$ cat config.mk
export PLATFORM = sky130hd
export DESIGN_NAME = txdir_ctrl
export DESIGN_NICKNAME = d
export VERILOG_FILES = /design/src/rtl/txdir_pkg.sv /design/src/rtl/txdir_edges.sv /design/src/rtl/txdir_bitdelay.sv /design/src/rtl/txdir_fsm.sv /design/src/rtl/txdir_irq.sv /design/src/rtl/txdir_ctrl.sv
export SDC_FILE = /design/constraint.sdc
export NUM_CORES = 1
export LEC_CHECK = 0
export ABC_AREA = 1
export CORE_MARGIN = 3
export CORE_UTILIZATION = 30
export CTS_BUF_LIST = sky130_fd_sc_hd__clkbuf_16
export DETAILED_ROUTE_END_ITERATION = 6
export PLACE_DENSITY_LB_ADDON = 0.05
export SETUP_SLACK_MARGIN = 0.3
export SLEW_MARGIN = 25
export SYNTH_ARGS = -nofsm -noshare
export SYNTH_HDL_FRONTEND = slang
export SYNTH_SLANG_ARGS = --single-unit
$ cat constraint.sdc
create_clock -name clk -period 1.1 [get_ports clk]
set_input_delay 0.22 -clock clk [delete_from_list [all_inputs] [get_ports clk]]
set_output_delay 0.22 -clock clk [all_outputs]
set_load 0.02 [all_outputs]
$ cat src/rtl/txdir_pkg.sv
package txdir_pkg;
    typedef enum logic [1:0] {
        ST_IDLE    = 2'd0,
        ST_SENDING = 2'd1,
        ST_HOLDOFF = 2'd2
    } dir_state_t;
endpackage

$ cat src/rtl/txdir_edges.sv
module txdir_edges (
    input  logic clk,
    input  logic rst_n,
    input  logic shift_busy,
    input  logic fifo_empty,
    output logic busy_fall,
    output logic empty_rise
);
    logic busy_q;
    logic empty_q;

    always_ff @(posedge clk or negedge rst_n) begin
        if (!rst_n) begin
            busy_q  <= 1'b0;
            empty_q <= 1'b1;
        end else begin
            busy_q  <= shift_busy;
            empty_q <= fifo_empty;
        end
    end

    always_comb begin
        busy_fall  = busy_q & ~shift_busy;
        empty_rise = ~empty_q & fifo_empty;
    end
endmodule

$ cat src/rtl/txdir_bitdelay.sv
module txdir_bitdelay #(
    parameter int TICKS = 16
) (
    input  logic clk,
    input  logic rst_n,
    input  logic run,
    input  logic tick,
    output logic done
);
    localparam int CW = (TICKS > 1) ? $clog2(TICKS) : 1;
    localparam logic [CW-1:0] LAST = CW'(TICKS - 1);

    logic [CW-1:0] cnt_q;

    always_ff @(posedge clk or negedge rst_n) begin
        if (!rst_n) begin
            cnt_q <= '0;
        end else if (!run) begin
            cnt_q <= '0;
        end else if (tick) begin
            cnt_q <= (cnt_q == LAST) ? '0 : cnt_q + CW'(1);
        end
    end

    always_comb begin
        done = run & tick & (cnt_q == LAST);
    end

    // each tick inside the window advances the count by one
    assert_tick_advance_R3: assert property (@(posedge clk) disable iff (!rst_n)
        (run && tick && cnt_q != LAST) |=> (cnt_q == $past(cnt_q) + CW'(1)));

    // a window left early restarts from zero
    assert_window_restart_R5: assert property (@(posedge clk) disable iff (!rst_n)
        (!run) |=> (cnt_q == '0));
endmodule

$ cat src/rtl/txdir_fsm.sv
module txdir_fsm
    import txdir_pkg::*;
(
    input  logic       clk,
    input  logic       rst_n,
    input  logic       auto_en,
    input  logic       fifo_wr,
    input  logic       fifo_empty,
    input  logic       busy_fall,
    input  logic       delay_done,
    output logic       drive_active,
    output logic       holdoff_run
);
    dir_state_t state_q;
    dir_state_t state_d;

    always_ff @(posedge clk or negedge rst_n) begin
        if (!rst_n) begin
            state_q <= ST_IDLE;
        end else begin
            state_q <= state_d;
        end
    end

    always_comb begin
        state_d = state_q;
        unique case (state_q)
            ST_IDLE: begin
                if (auto_en && fifo_wr) state_d = ST_SENDING;
            end
            ST_SENDING: begin
                if (!auto_en)                        state_d = ST_IDLE;
                else if (fifo_wr)                    state_d = ST_SENDING;
                else if (busy_fall && fifo_empty)    state_d = ST_HOLDOFF;
            end
            ST_HOLDOFF: begin
                if (!auto_en)        state_d = ST_IDLE;
                else if (fifo_wr)    state_d = ST_SENDING;
                else if (delay_done) state_d = ST_IDLE;
            end
            default: state_d = ST_IDLE;
        endcase
    end

    always_comb begin
        drive_active = (state_q != ST_IDLE);
        holdoff_run  = (state_q == ST_HOLDOFF);
    end

    // a write in automatic mode always leaves the machine transmitting
    assert_write_activates_R2: assert property (@(posedge clk) disable iff (!rst_n)
        (auto_en && fifo_wr) |=> (state_q == ST_SENDING));

    // the last character finishing starts the trailing delay
    assert_drain_holdoff_R3: assert property (@(posedge clk) disable iff (!rst_n)
        (state_q == ST_SENDING && auto_en && !fifo_wr && busy_fall && fifo_empty)
        |=> (state_q == ST_HOLDOFF));

    // a busy fall with bytes still queued keeps the driver on
    assert_not_last_R4: assert property (@(posedge clk) disable iff (!rst_n)
        (state_q == ST_SENDING && auto_en && !fifo_empty) |=> (state_q == ST_SENDING));

    // leaving automatic mode releases the line
    assert_mode_off_R11: assert property (@(posedge clk) disable iff (!rst_n)
        (!auto_en) |=> (state_q == ST_IDLE));
endmodule

$ cat src/rtl/txdir_irq.sv
module txdir_irq (
    input  logic clk,
    input  logic rst_n,
    input  logic auto_en,
    input  logic fifo_wr,
    input  logic stat_rd,
    input  logic fifo_empty,
    input  logic busy_fall,
    input  logic empty_rise,
    output logic irq
);
    logic irq_q;
    logic set_evt;
    logic clr_evt;

    always_comb begin
        set_evt = auto_en ? (busy_fall & fifo_empty) : empty_rise;
        clr_evt = fifo_wr | stat_rd;
    end

    always_ff @(posedge clk or negedge rst_n) begin
        if (!rst_n) begin
            irq_q <= 1'b0;
        end else if (clr_evt) begin
            irq_q <= 1'b0;
        end else if (set_evt) begin
            irq_q <= 1'b1;
        end
    end

    assign irq = irq_q;

    // a write or status read leaves the request low
    assert_clear_R10: assert property (@(posedge clk) disable iff (!rst_n)
        (fifo_wr || stat_rd) |=> !irq_q);

    // legacy mode raises on the FIFO going empty
    assert_legacy_set_R9: assert property (@(posedge clk) disable iff (!rst_n)
        (!auto_en && empty_rise && !fifo_wr && !stat_rd) |=> irq_q);

    // in automatic mode nothing but a drained shifter raises the request
    assert_auto_gate_R8: assert property (@(posedge clk) disable iff (!rst_n)
        (auto_en && !busy_fall && !irq_q) |=> !irq_q);
endmodule

$ cat src/rtl/txdir_ctrl.sv
module txdir_ctrl #(
    parameter int TICKS_PER_BIT = 16
) (
    input  logic clk,
    input  logic rst_n,
    input  logic auto_en,
    input  logic pol_inv,
    input  logic fifo_wr,
    input  logic fifo_empty,
    input  logic shift_busy,
    input  logic tick16,
    input  logic stat_rd,
    output logic dir_o,
    output logic txe_irq
);
    logic busy_fall;
    logic empty_rise;
    logic holdoff_run;
    logic delay_done;
    logic drive_active;

    txdir_edges u_edges (
        .clk        (clk),
        .rst_n      (rst_n),
        .shift_busy (shift_busy),
        .fifo_empty (fifo_empty),
        .busy_fall  (busy_fall),
        .empty_rise (empty_rise)
    );

    txdir_bitdelay #(.TICKS(TICKS_PER_BIT)) u_delay (
        .clk   (clk),
        .rst_n (rst_n),
        .run   (holdoff_run),
        .tick  (tick16),
        .done  (delay_done)
    );

    txdir_fsm u_fsm (
        .clk          (clk),
        .rst_n        (rst_n),
        .auto_en      (auto_en),
        .fifo_wr      (fifo_wr),
        .fifo_empty   (fifo_empty),
        .busy_fall    (busy_fall),
        .delay_done   (delay_done),
        .drive_active (drive_active),
        .holdoff_run  (holdoff_run)
    );

    txdir_irq u_irq (
        .clk        (clk),
        .rst_n      (rst_n),
        .auto_en    (auto_en),
        .fifo_wr    (fifo_wr),
        .stat_rd    (stat_rd),
        .fifo_empty (fifo_empty),
        .busy_fall  (busy_fall),
        .empty_rise (empty_rise),
        .irq        (txe_irq)
    );

    // idle level is high unless the polarity is swapped
    always_comb begin
        dir_o = ~drive_active ^ pol_inv;
    end

    // with automatic control off the output sits at its idle level
    assert_legacy_idle_R7: assert property (@(posedge clk) disable iff (!rst_n)
        (!auto_en) |=> (dir_o == !pol_inv));

    // the output always reflects the machine through the chosen polarity
    assert_polarity_R6: assert property (@(posedge clk) disable iff (!rst_n)
        (dir_o == (drive_active ? pol_inv : !pol_inv)));
endmodule

# Word level (Yosys, flattened, before mapping)
# Index checks and enable logic that the tools add are counted.
[word_totals]
register_bits = 9
output_inout_bits = 2
word_cells = 43
input_bits = 9
[op_classes]
muxes = 14
add_sub_neg = 1
bitwise = 10
reduce_logical = 6
n_eq_ne = 7
[ops]
columns = ["cell", "n"]
rows = [
  ["$mux W2", 7],
  ["$mux W4", 3],
  ["$pmux W2 S3", 1],
  ["$and A1 B1 Y1", 5],
  ["$add A4 B1 Y4 const B", 1],
  ["$eq A4 B4 Y1 const B", 1],
  ["$ne A4 B3 Y1 const B", 1],
  ["$ne A4 B4 Y1 const B", 1],
  ["$reduce_bool A2 Y1", 2],
  ["$mux W1", 3],
  ["$not A1 Y1", 3],
  ["$reduce_and A3 Y1", 1],
  ["$eq A2 B1 Y1 const B", 1],
  ["$eq A2 B2 Y1 const B", 1],
  ["$logic_and A1 B1 Y1", 2],
  ["$logic_not A2 Y1", 1],
  ["$ne A2 B1 Y1 const B", 1],
  ["$ne A2 B2 Y1 const B", 1],
  ["$or A1 B1 Y1", 1],
  ["$xor A1 B1 Y1", 1],
]

# Depth between registers and ports, before layout
# Gate-level depths: netlist (run 1).
[logic_depth]
word_depth = 7
mapped_depth = 5

# By module
# A second synthesis (run 1) with hierarchy kept.
[hier_totals]
hier_cells = 75
area_unflattened_um2 = 523.0
[by_module_without_submodules]
columns = ["module", "cells_each", "instances", "area_per_inst_um2"]
rows = [
  ["txdir_bitdelay", 29, 1, 215.2],
  ["txdir_fsm", 25, 1, 156.4],
  ["txdir_edges", 6, 1, 71.3],
  ["txdir_irq", 10, 1, 61.3],
  ["txdir_ctrl", 5, 1, 18.8],
]

# Least setup slack after synthesis (run 1)
# No wires, ideal clock.
[synth_timing]
path_kind = "register to output"
from = "register u_fsm.state_q[1]"
to = "output dir_o"
path_slack_ns = -0.033
stages_incl_launch_ff = 3
arrival_time_ns = 0.913
required_time_ns = 0.880
cell_sequence = "dfrtp_1 -> nor2_1 -> xor2_1"
[synth_between]
elab_chain_cells = 3
[synth_rtl]
columns = ["element", "line_no", "source"]
rows = [
  ["from (decl)", "txdir_fsm.sv:14", "dir_state_t state_q;"],
  ["from (signal assigned)", "txdir_fsm.sv:21", "state_q <= state_d;"],
  ["$reduce_bool A2 Y1", "txdir_fsm.sv:46", "drive_active = (state_q != ST_IDLE);"],
  ["$not A1 Y1", "txdir_ctrl.sv:65", "dir_o = ~drive_active ^ pol_inv;"],
  ["$xor A1 B1 Y1", "txdir_ctrl.sv:65", ""],
  ["to (decl)", "txdir_ctrl.sv:13", "output logic dir_o,"],
]
# No other way between the ends.

# Worst setup path in the final report (run 1)
# Same ends and word-level chain as after synthesis.

==> results of run 1 <==
[worst min path at each step]
stage,startpoint,to,slack (ns)
floorplan,rst_n,u_delay.cnt_q[0],-0.08
global placement,u_irq.irq,u_irq.irq,0.50
detailed placement,u_irq.irq,u_irq.irq,0.51
CTS,shift_busy,u_edges.busy_q,0.24
global route,shift_busy,u_edges.busy_q,0.25
finish,shift_busy,u_edges.busy_q,0.24
[report_power, final]
| group | switching [uW] | internal [uW] |
|---|---|---|
| clock | 149 | 474 |
| combinational | 77.1 | 81.2 |
| sequential | 7.02 | 344 |
[kinds of logic after synthesis]
kind of cell	after synthesis	synth area share, %
xor gates and xnor gates	1	1.89
adders and majority gates	1	2.69
and+or+nand+nor	36	33.4
DFF	9	48.8
AOI/OAI and AO/OA	6	7.55
buffers and inverters	7	5.66
[sequential cells by signal, summed over array words and instances (netlist names)]
register / count
u_irq.irq: 1
u_edges.empty_q: 1
u_delay.cnt_q: 4
u_edges.busy_q: 1
u_fsm.state_q: 2
[synth_stat cells, types with 2 or more instances]
master	instances
nand2_1	19
dfrtp_1	8
inv_1	6
nand3_1	6
nor2_1	6
nor2_2	3
a21oi_1	2
o21ai_1	2
o21bai_1	2
[what timing repair did]
| item | in CTS | in global routing |
|---|---|---|
| buffers inserted | 2 | 1 |
| endpoints found under the setup margin | 9 | 9 |
| gates resized for setup | 34 | 1 |
| pin swaps | 8 | 6 |
[routing by layer]
metal | vias to the layer above | global-route usage [%] | share of wire (%)
met3 | 2 | 3.59 | 4.7
li1 | 243 | - | -
met2 | 8 | 21.8 | 50
met5 | - | 0 | 0
met1 | 214 | 17.2 | 45
met4 | 0 | 8.77 | 0.72
[cell type report]
class                           count  area, um2  share of cell area [%]
Clock buffer                        3       75.1                    9.02
Clock inverter                      1       3.75                   0.451
Inverter                            7       31.3                    3.76
Multi-Input combinational cell     44        298                    35.8
Sequential cell                     9        226                    27.2
Tap cell                           15       18.8                    2.26
Timing Repair Buffer               21        179                    21.5
[per-stage QoR]
stage | area, um2 | hold slack (ns) | total power (uW)
CTS | 822 | 0.235 | 1140
global placement | 671 | 0.501 | 479
finish | 832 | 0.235 | 1130
floorplan | 492 | -0.0756 | 402
global route | 832 | 0.249 | 1180
detailed placement | 671 | 0.506 | 479
==> impl_metrics.py, run 1 <==
metrics = {
    "synthesis": {
        "yosys_warnings": 0,
        "synth_edf_count": 0,
        "synthArstFlopShare_pct": 100,
        "synth_top_area_share_pct": 43.1,
        "synth.largest_area_cell": "dfrtp_1",
        "synth-seq-cells": 9,
        "synthTopCellsByArea": "dfrtp_1 43%, nand2_1 15%, nand3_1 6.5%",
        "synth_cells": 60,
        "syn_area_um2": 464,
        "synth_ff_type": "dfrtp_1",
        "synth-seq-area-share_pct": 48.8,
        "synth_area_per_cell_um2": 7.74,
        "ys_types": 15,
        "synth_fp_nets": 70,
    },
    "sta": {
        "skew_ns": 0.00147,
        "setup_violations": 3,
        "rsz0062_at_grt": "true",
        "timing.fmax_mhz": 796,
        "fin_ws_ns": -0.156,
        "worstMarginPinSlew_ns": 0.214,
        "fin_setup_tns_ns": -0.217,
        "fin_crit_ns": 1.26,
        "final_max_slew_viol_count": 0,
        "period_share_pct": 114,
        "relSlewSlack_pct": 85.7,
        "hold_violations": 0,
    },
    "cts": {
        "cts_tree": "yes",
        "clockBufferDepth": 2,
        "htree_levels": 1,
        "path_clk_slew_ns": 0.04,
        "clock-sinks": 9,
        "root_buffer": "clkbuf_16",
        "clk_latency_ns": 0.23,
        "ctsHoldBuffers": 0,
        "cts_buffers": 3,
    },
    "cells_and_area": {
        "num_antenna_cells": 0,
        "n_fill_cell": 124,
        "drive_above_1_share_pct": 41.2,
        "final_core_util_pct": 60.2,
        "fin_nets": 96,
        "final_common_cell": "nand2_1",
        "finalNonFillerCells": 100,
        "area_delta_synth_final_pct": 79.2,
        "final_cell_mix": "16 x nand2_1, 11 x buf_4, 8 x dfrtp_1",
    },
    "power_and_ir_drop": {
        "p_per_area_nw_per_um2": 1360,
        "vdd_drop_max_v": 0.000778,
        "leakagePower_uw": 0.000389,
    },
    "worst_setup_path": {
        "end_kind": "output port",
        "reg2reg_from": "u_fsm.state_q[0]",
        "crit_path_top_delay_cell": "dfrtp_1",
        "arrival_ns": 1.04,
        "worstPathCellList": "nor2_4, xor2_2, buf_4",
        "crit_fanout": 2,
        "critPathKind": "reg2out",
        "start_kind": "flop",
        "crit_end": "dir_o",
        "r2r_end": "u_delay.cnt_q[0]",
        "crit_buf_inv": 1,
        "max_stage_delay_ns": 0.39,
        "crit_family": "flip-flops",
        "cp_num_cells": 3,
        "crit_start": "u_fsm.state_q[1]",
        "cp.required_ns": 0.88,
        "reg2reg_depth": 7,
        "regToRegSetupSlack_ns": -0.03,
    },
    "run": {
        "maxCapViolCount": 0,
    },
    "placement": {
        "pre_cts_ws_ns": -0.579,
        "dp_cells": 93,
        "place_congestion": 0.728,
        "io_buffers": 10,
        "hpwl_um": 739,
    },
    "detailed_routing": {
        "ant_nets": 0,
        "via_count": 467,
        "drcViolationCount": 0,
        "wl_per_cell_um": 11.0,
        "wl_mm": 1.10,
        "via_per_inst": 4.67,
        "first_pass_iters": 4,
        "drt_iter0_markers": 3,
    },
    "run_status": {
        "status": "finished with violations",
        "violations": "negative setup slack",
    },
    "grt": {
        "grt_max_degree": 10,
        "antenna_found_initial": 0,
        "grt_util_all_layers_pct": 14.1,
        "first_global_vias": 476,
        "overflow": 0,
        "grt_pass1_wl_mm": 1.99,
    },
    "die": {
        "die_area_um2": 2060,
        "core-area_um2": 1380,
        "die_h_um": 45.3,
        "start_util_pct": 33.6,
        "ios": 11,
        "die_w_um": 45.3,
        "rows": 13,
    },
    "hold_path": {
        "holdPathStages": 1,
        "hold_path_class": "in2reg",
    },
}
Note: power is estimated with default switching activity, not from simulation.
==> run 2: changes to the inputs <==
--- a/config.mk
+++ b/config.mk
@@ -10,6 +10,7 @@
 export CORE_UTILIZATION = 30
 export CTS_BUF_LIST = sky130_fd_sc_hd__clkbuf_16
 export DETAILED_ROUTE_END_ITERATION = 6
+export GPL_ROUTABILITY_DRIVEN = 0
 export PLACE_DENSITY_LB_ADDON = 0.05
 export SETUP_SLACK_MARGIN = 0.3
 export SLEW_MARGIN = 25
==> constraint.sdc (replaced) <==
create_clock -name clk -period 1.1 [get_ports clk]
set_input_delay 0.11 -clock clk [delete_from_list [all_inputs] [get_ports clk]]
set_output_delay 0.11 -clock clk [all_outputs]
set_load 0.02 [all_outputs]
==> impl_metrics.py, run 2 (same netlist as run 1, synthesis figures left out) <==
metrics = {
    "die": {
        "die_area_um2": 2060,
        "start_util_pct": 33.6,
        "die_w_um": 45.3,
        "core-area_um2": 1380,
        "rows": 13,
        "ios": 11,
        "die_h_um": 45.3,
    },
    "cells_and_area": {
        "fin_nets": 97,
        "final_core_util_pct": 62.5,
        "reg.largest.list": "u_delay.cnt_q (4), u_fsm.state_q (2)",
        "fin_area_um2": 865,
        "drive_above_1_share_pct": 46.5,
        "regMostFlops": "u_delay.cnt_q",
        "largest_register_ffs": 4,
        "final_common_cell": "nand2_1",
        "final_cell_mix": "15 x nand2_1, 10 x buf_4, 8 x dfrtp_1",
        "num_antenna_cells": 0,
        "area_delta_synth_final_pct": 86.3,
        "finalNonFillerCells": 101,
        "n_fill_cell": 128,
    },
    "worst_setup_path": {
        "cp.required_ns": 0.99,
        "crit_family": "flip-flops",
        "critPathKind": "reg2out",
        "crit_fanout": 2,
        "crit_buf_inv": 1,
        "end_kind": "output port",
        "arrival_ns": 1.05,
        "start_kind": "flop",
        "crit_path_top_delay_cell": "dfrtp_1",
        "worstPathCellList": "nor2_4, xor2_2, buf_6",
        "max_stage_delay_ns": 0.40,
        "regToRegSetupSlack_ns": -0.03,
    },
    "sta": {
        "final_max_slew_viol_count": 0,
        "setup_violations": 4,
        "skew_ns": 0.00327,
        "relSlewSlack_pct": 71.6,
        "worstMarginPinSlew_ns": 0.424,
        "fin_crit_ns": 1.16,
        "hold_violations": 0,
        "timing.fmax_mhz": 865,
        "rsz0062_at_grt": "true",
        "fin_ws_ns": -0.0560,
        "period_share_pct": 105,
    },
    "cts": {
        "clk_latency_ns": 0.23,
        "ctsHoldBuffers": 0,
        "cts_tree": "yes",
        "root_buffer": "clkbuf_16",
        "cts_buffers": 3,
        "htree_levels": 1,
        "path_clk_slew_ns": 0.04,
        "clockBufferDepth": 2,
        "clock-sinks": 9,
    },
    "placement": {
        "io_buffers": 10,
        "place_area_um2": 671,
        "hpwl_um": 736,
        "dp_cells": 93,
    },
    "grt": {
        "grt_util_all_layers_pct": 12.4,
        "grt_max_degree": 10,
        "first_global_vias": 445,
        "antenna_found_initial": 0,
        "grt_pass1_wl_mm": 1.77,
        "overflow": 0,
    },
    "power_and_ir_drop": {
        "p_clk_share_pct": 54.8,
        "seqPwrFrac_pct": 30.7,
        "power.total_uw": 1140,
        "p_sw_share_pct": 20.6,
        "comb_power_share_pct": 14.5,
        "p_per_area_nw_per_um2": 1320,
        "p_sw_uw": 236,
        "p_int_uw": 908,
        "leakagePower_uw": 0.000413,
        "vdd_drop_max_v": 0.00141,
    },
    "run": {
        "maxCapViolCount": 0,
    },
    "hold_path": {
        "hold_path_class": "in2reg",
    },
    "detailed_routing": {
        "first_pass_iters": 2,
        "drt_iter0_markers": 2,
        "via_per_inst": 4.62,
        "via_count": 467,
        "ant_nets": 0,
        "wl_per_cell_um": 10.8,
        "drcViolationCount": 0,
        "wl_mm": 1.09,
    },
    "run_status": {
        "status": "finished with violations",
        "violations": "negative setup slack",
    },
}
-- run 2: stage by stage --
stage	hold WS, ns	setup WS (ns)	TNS [ns]
3_5_place_dp	0.445	-0.360	-0.403
4_1_cts	0.201	-0.0580	-0.200
3_3_place_gp	0.450	-0.355	-0.385
6_report	0.0216	-0.0560	-0.131
5_1_grt	0.0374	-0.105	-0.477
2_1_floorplan	-0.186	0.0821	0
-- run 2: final timing paths --
kind	from	to	depth (start not counted)
setup / recovery	u_fsm.state_q[1]	dir_o	3
hold / removal	shift_busy	u_edges.busy_q	1
setup reg to reg	u_fsm.state_q[0]	u_delay.cnt_q[3]	7
hold reg to reg	u_irq.irq	u_irq.irq	2
max in group asynchronous	rst_n	u_edges.empty_q	1
min in group asynchronous	rst_n	u_fsm.state_q[0]	1
-- run 2: metal layers --
layer	routed length, um	vias to the layer above	global-route usage [%]
li1	-	244	-
met1	497	208	16.4
met2	503	13	17.2
met3	71	2	4.78
met4	17	0	7.02
met5	0	-	0
-- run 2: repair_timing --
item | CTS | global route
setup buffers | 3 | 1
setup endpoints to repair | 9 | 9
pin swaps | 7 | 10
gates resized for setup | 21 | 16
-- run 2: power by group through the flow --
stage / Combinational (uW) / Sequential, uW / Clock, uW
finish: 166 / 351 / 626
global route: 182 / 353 / 657
detailed placement: 128 / 353 / 0
global placement: 129 / 353 / 0
floorplan: 45.8 / 356 / 0
CTS: 147 / 350 / 640
-- run 2: area by class of cell --
class,instances,area [um2],share of cell area [%]
well taps,15,18.8,2.17
inverters,7,31.3,3.62
repair buffers,22,204,23.6
flip-flops and latches,9,226,26.2
clock inverters,1,3.75,0.434
clock buffers,3,75.1,8.68
multi-input cells,44,305,35.3
-- run 2: worst reg2reg max path, cell delays in order (launching register included) --
cell and delay (ns):
dfrtp_1 0.40, buf_6 0.13, buf_6 0.12, inv_6 0.07, nand2_4 0.06, nor2_4 0.09
nand2_2 0.08, o21ai_2 0.11
==> run 3: changes to the inputs <==
--- a/config.mk
+++ b/config.mk
@@ -6,10 +6,10 @@
 export NUM_CORES = 1
 export LEC_CHECK = 0
 export ABC_AREA = 1
-export CORE_MARGIN = 3
-export CORE_UTILIZATION = 30
+export CORE_AREA = 3 3 40 42
 export CTS_BUF_LIST = sky130_fd_sc_hd__clkbuf_16
 export DETAILED_ROUTE_END_ITERATION = 6
+export DIE_AREA = 0 0 43 45
 export GPL_ROUTABILITY_DRIVEN = 0
 export PLACE_DENSITY_LB_ADDON = 0.05
 export SETUP_SLACK_MARGIN = 0.3
==> impl_metrics.py, run 3 (same netlist as run 1, synthesis figures left out) <==
metrics = {
    "run_status": {
        "status": "finished with violations",
        "violations": "negative setup slack",
    },
    "sta": {
        "fin_setup_tns_ns": -0.202,
        "relSlewSlack_pct": 69.3,
        "fin_crit_ns": 1.17,
        "final_max_slew_viol_count": 0,
        "fin_ws_ns": -0.0691,
        "setup_violations": 5,
        "hold_violations": 0,
        "period_share_pct": 106,
        "skew_ns": 0.000847,
        "worstMarginPinSlew_ns": 0.459,
        "rsz0062_at_grt": "true",
        "timing.fmax_mhz": 855,
    },
    "die": {
        "core-area_um2": 1280,
        "die_w_um": 43,
        "die_h_um": 45,
        "rows": 13,
        "ios": 11,
        "die_area_um2": 1940,
        "start_util_pct": 36.1,
    },
    "cells_and_area": {
        "final_common_cell": "nand2_1",
        "largest_register_ffs": 4,
        "num_antenna_cells": 0,
        "regMostFlops": "u_delay.cnt_q",
        "fin_area_um2": 858,
        "fin_nets": 95,
        "final_cell_mix": "15 x nand2_1, 8 x buf_4, 8 x dfrtp_1",
        "drive_above_1_share_pct": 45.2,
        "area_delta_synth_final_pct": 84.9,
        "reg.largest.list": "u_delay.cnt_q (4), u_fsm.state_q (2)",
    },
    "power_and_ir_drop": {
        "vdd_drop_max_v": 0.00124,
        "p_per_area_nw_per_um2": 1340,
        "leakagePower_uw": 0.000390,
    },
    "worst_setup_path": {
        "cp.required_ns": 0.99,
        "arrival_ns": 1.06,
        "end_kind": "output port",
        "start_kind": "flop",
        "critPathKind": "reg2out",
        "crit_fanout": 2,
    },
    "cts": {
        "clock-sinks": 9,
        "cts_buffers": 3,
        "path_clk_slew_ns": 0.04,
        "htree_levels": 1,
        "ctsHoldBuffers": 0,
        "root_buffer": "clkbuf_16",
        "clockBufferDepth": 2,
        "clk_latency_ns": 0.23,
        "cts_tree": "yes",
    },
    "grt": {
        "antenna_found_initial": 0,
        "grt_max_degree": 10,
        "grt_pass1_wl_mm": 1.85,
        "overflow": 0,
        "first_global_vias": 427,
        "grt_util_all_layers_pct": 13.5,
    },
    "run": {
        "maxCapViolCount": 0,
    },
    "detailed_routing": {
        "wl_per_cell_um": 11.9,
        "ant_nets": 0,
        "via_per_inst": 4.74,
        "drt_iter0_markers": 8,
        "wl_mm": 1.18,
        "via_count": 469,
        "first_pass_iters": 4,
        "drcViolationCount": 0,
    },
    "placement": {
        "hpwl_um": 728,
        "place_area_um2": 671,
        "io_buffers": 10,
        "pre_cts_ws_ns": -0.355,
    },
    "hold_path": {
        "hold_path_class": "in2async",
    },
}
-- run 3: worst max-delay path, stage by stage, from the launching register on --
cell,delay [ns]
dfrtp_1,0.41
nor2_4,0.15
xor2_2,0.12
buf_4,0.15
-- run 3: worst paths after layout --
check	cells past startpoint	slack [ns]	end	from
hold / removal	1	0.20	u_fsm.state_q[1]	rst_n
min in group clk	5	0.30	u_irq.irq	auto_en
max in group asynchronous	1	0.56	u_edges.empty_q	rst_n
setup reg to reg	7	-0.05	u_delay.cnt_q[3]	u_fsm.state_q[0]
setup / recovery	3	-0.07	dir_o	u_fsm.state_q[1]
hold reg to reg	2	0.54	u_irq.irq	u_irq.irq
-- run 3: layer usage --
metal,share of wire (%),wire [um],global-route usage (%),vias up
met1,40,470,15.4,218
met2,54,636,22.8,11
met5,0,0,0,-
met4,0.85,10,5.42,0
met3,5.5,65,5.18,2
li1,-,-,-,238
-- run 3: repair_timing --
item,4_1_cts,5_1_grt
setup buffers,2,0
resized for setup,24,14
endpoints found under the hold margin,0,0
gates cloned,0,0
setup endpoints to repair,9,9
pin swaps,11,11
-- run 3: power by group --
group          leakage, uW  total, uW  switching [uW]  internal, uW
Clock            0.0000423        638             162           476
Sequential        0.000118        352            8.46           344
Combinational     0.000229        164            78.8          84.7
Total             0.000390       1150             250           904
-- run 3: cell type report --
cell class / instances / area (um2)
Clock inverter: 1 / 3.75
Inverter: 7 / 33.8
Multi-Input combinational cell: 44 / 314
Tap cell: 15 / 18.8
Timing Repair Buffer: 20 / 186
Clock buffer: 3 / 75.1
Sequential cell: 9 / 226
Fill cell: 104 / 427
-- run 3: per-stage QoR --
stage	utilization [%]	total power, uW	hold slack (ns)	std cells
3_3_place_gp	52.2	480	0.447	93
4_1_cts	62.6	1140	0.208	99
2_1_floorplan	-	402	-0.186	60
5_1_grt	66.8	1200	0.221	99
3_5_place_dp	52.2	481	0.450	93
6_report	66.8	1150	0.199	99
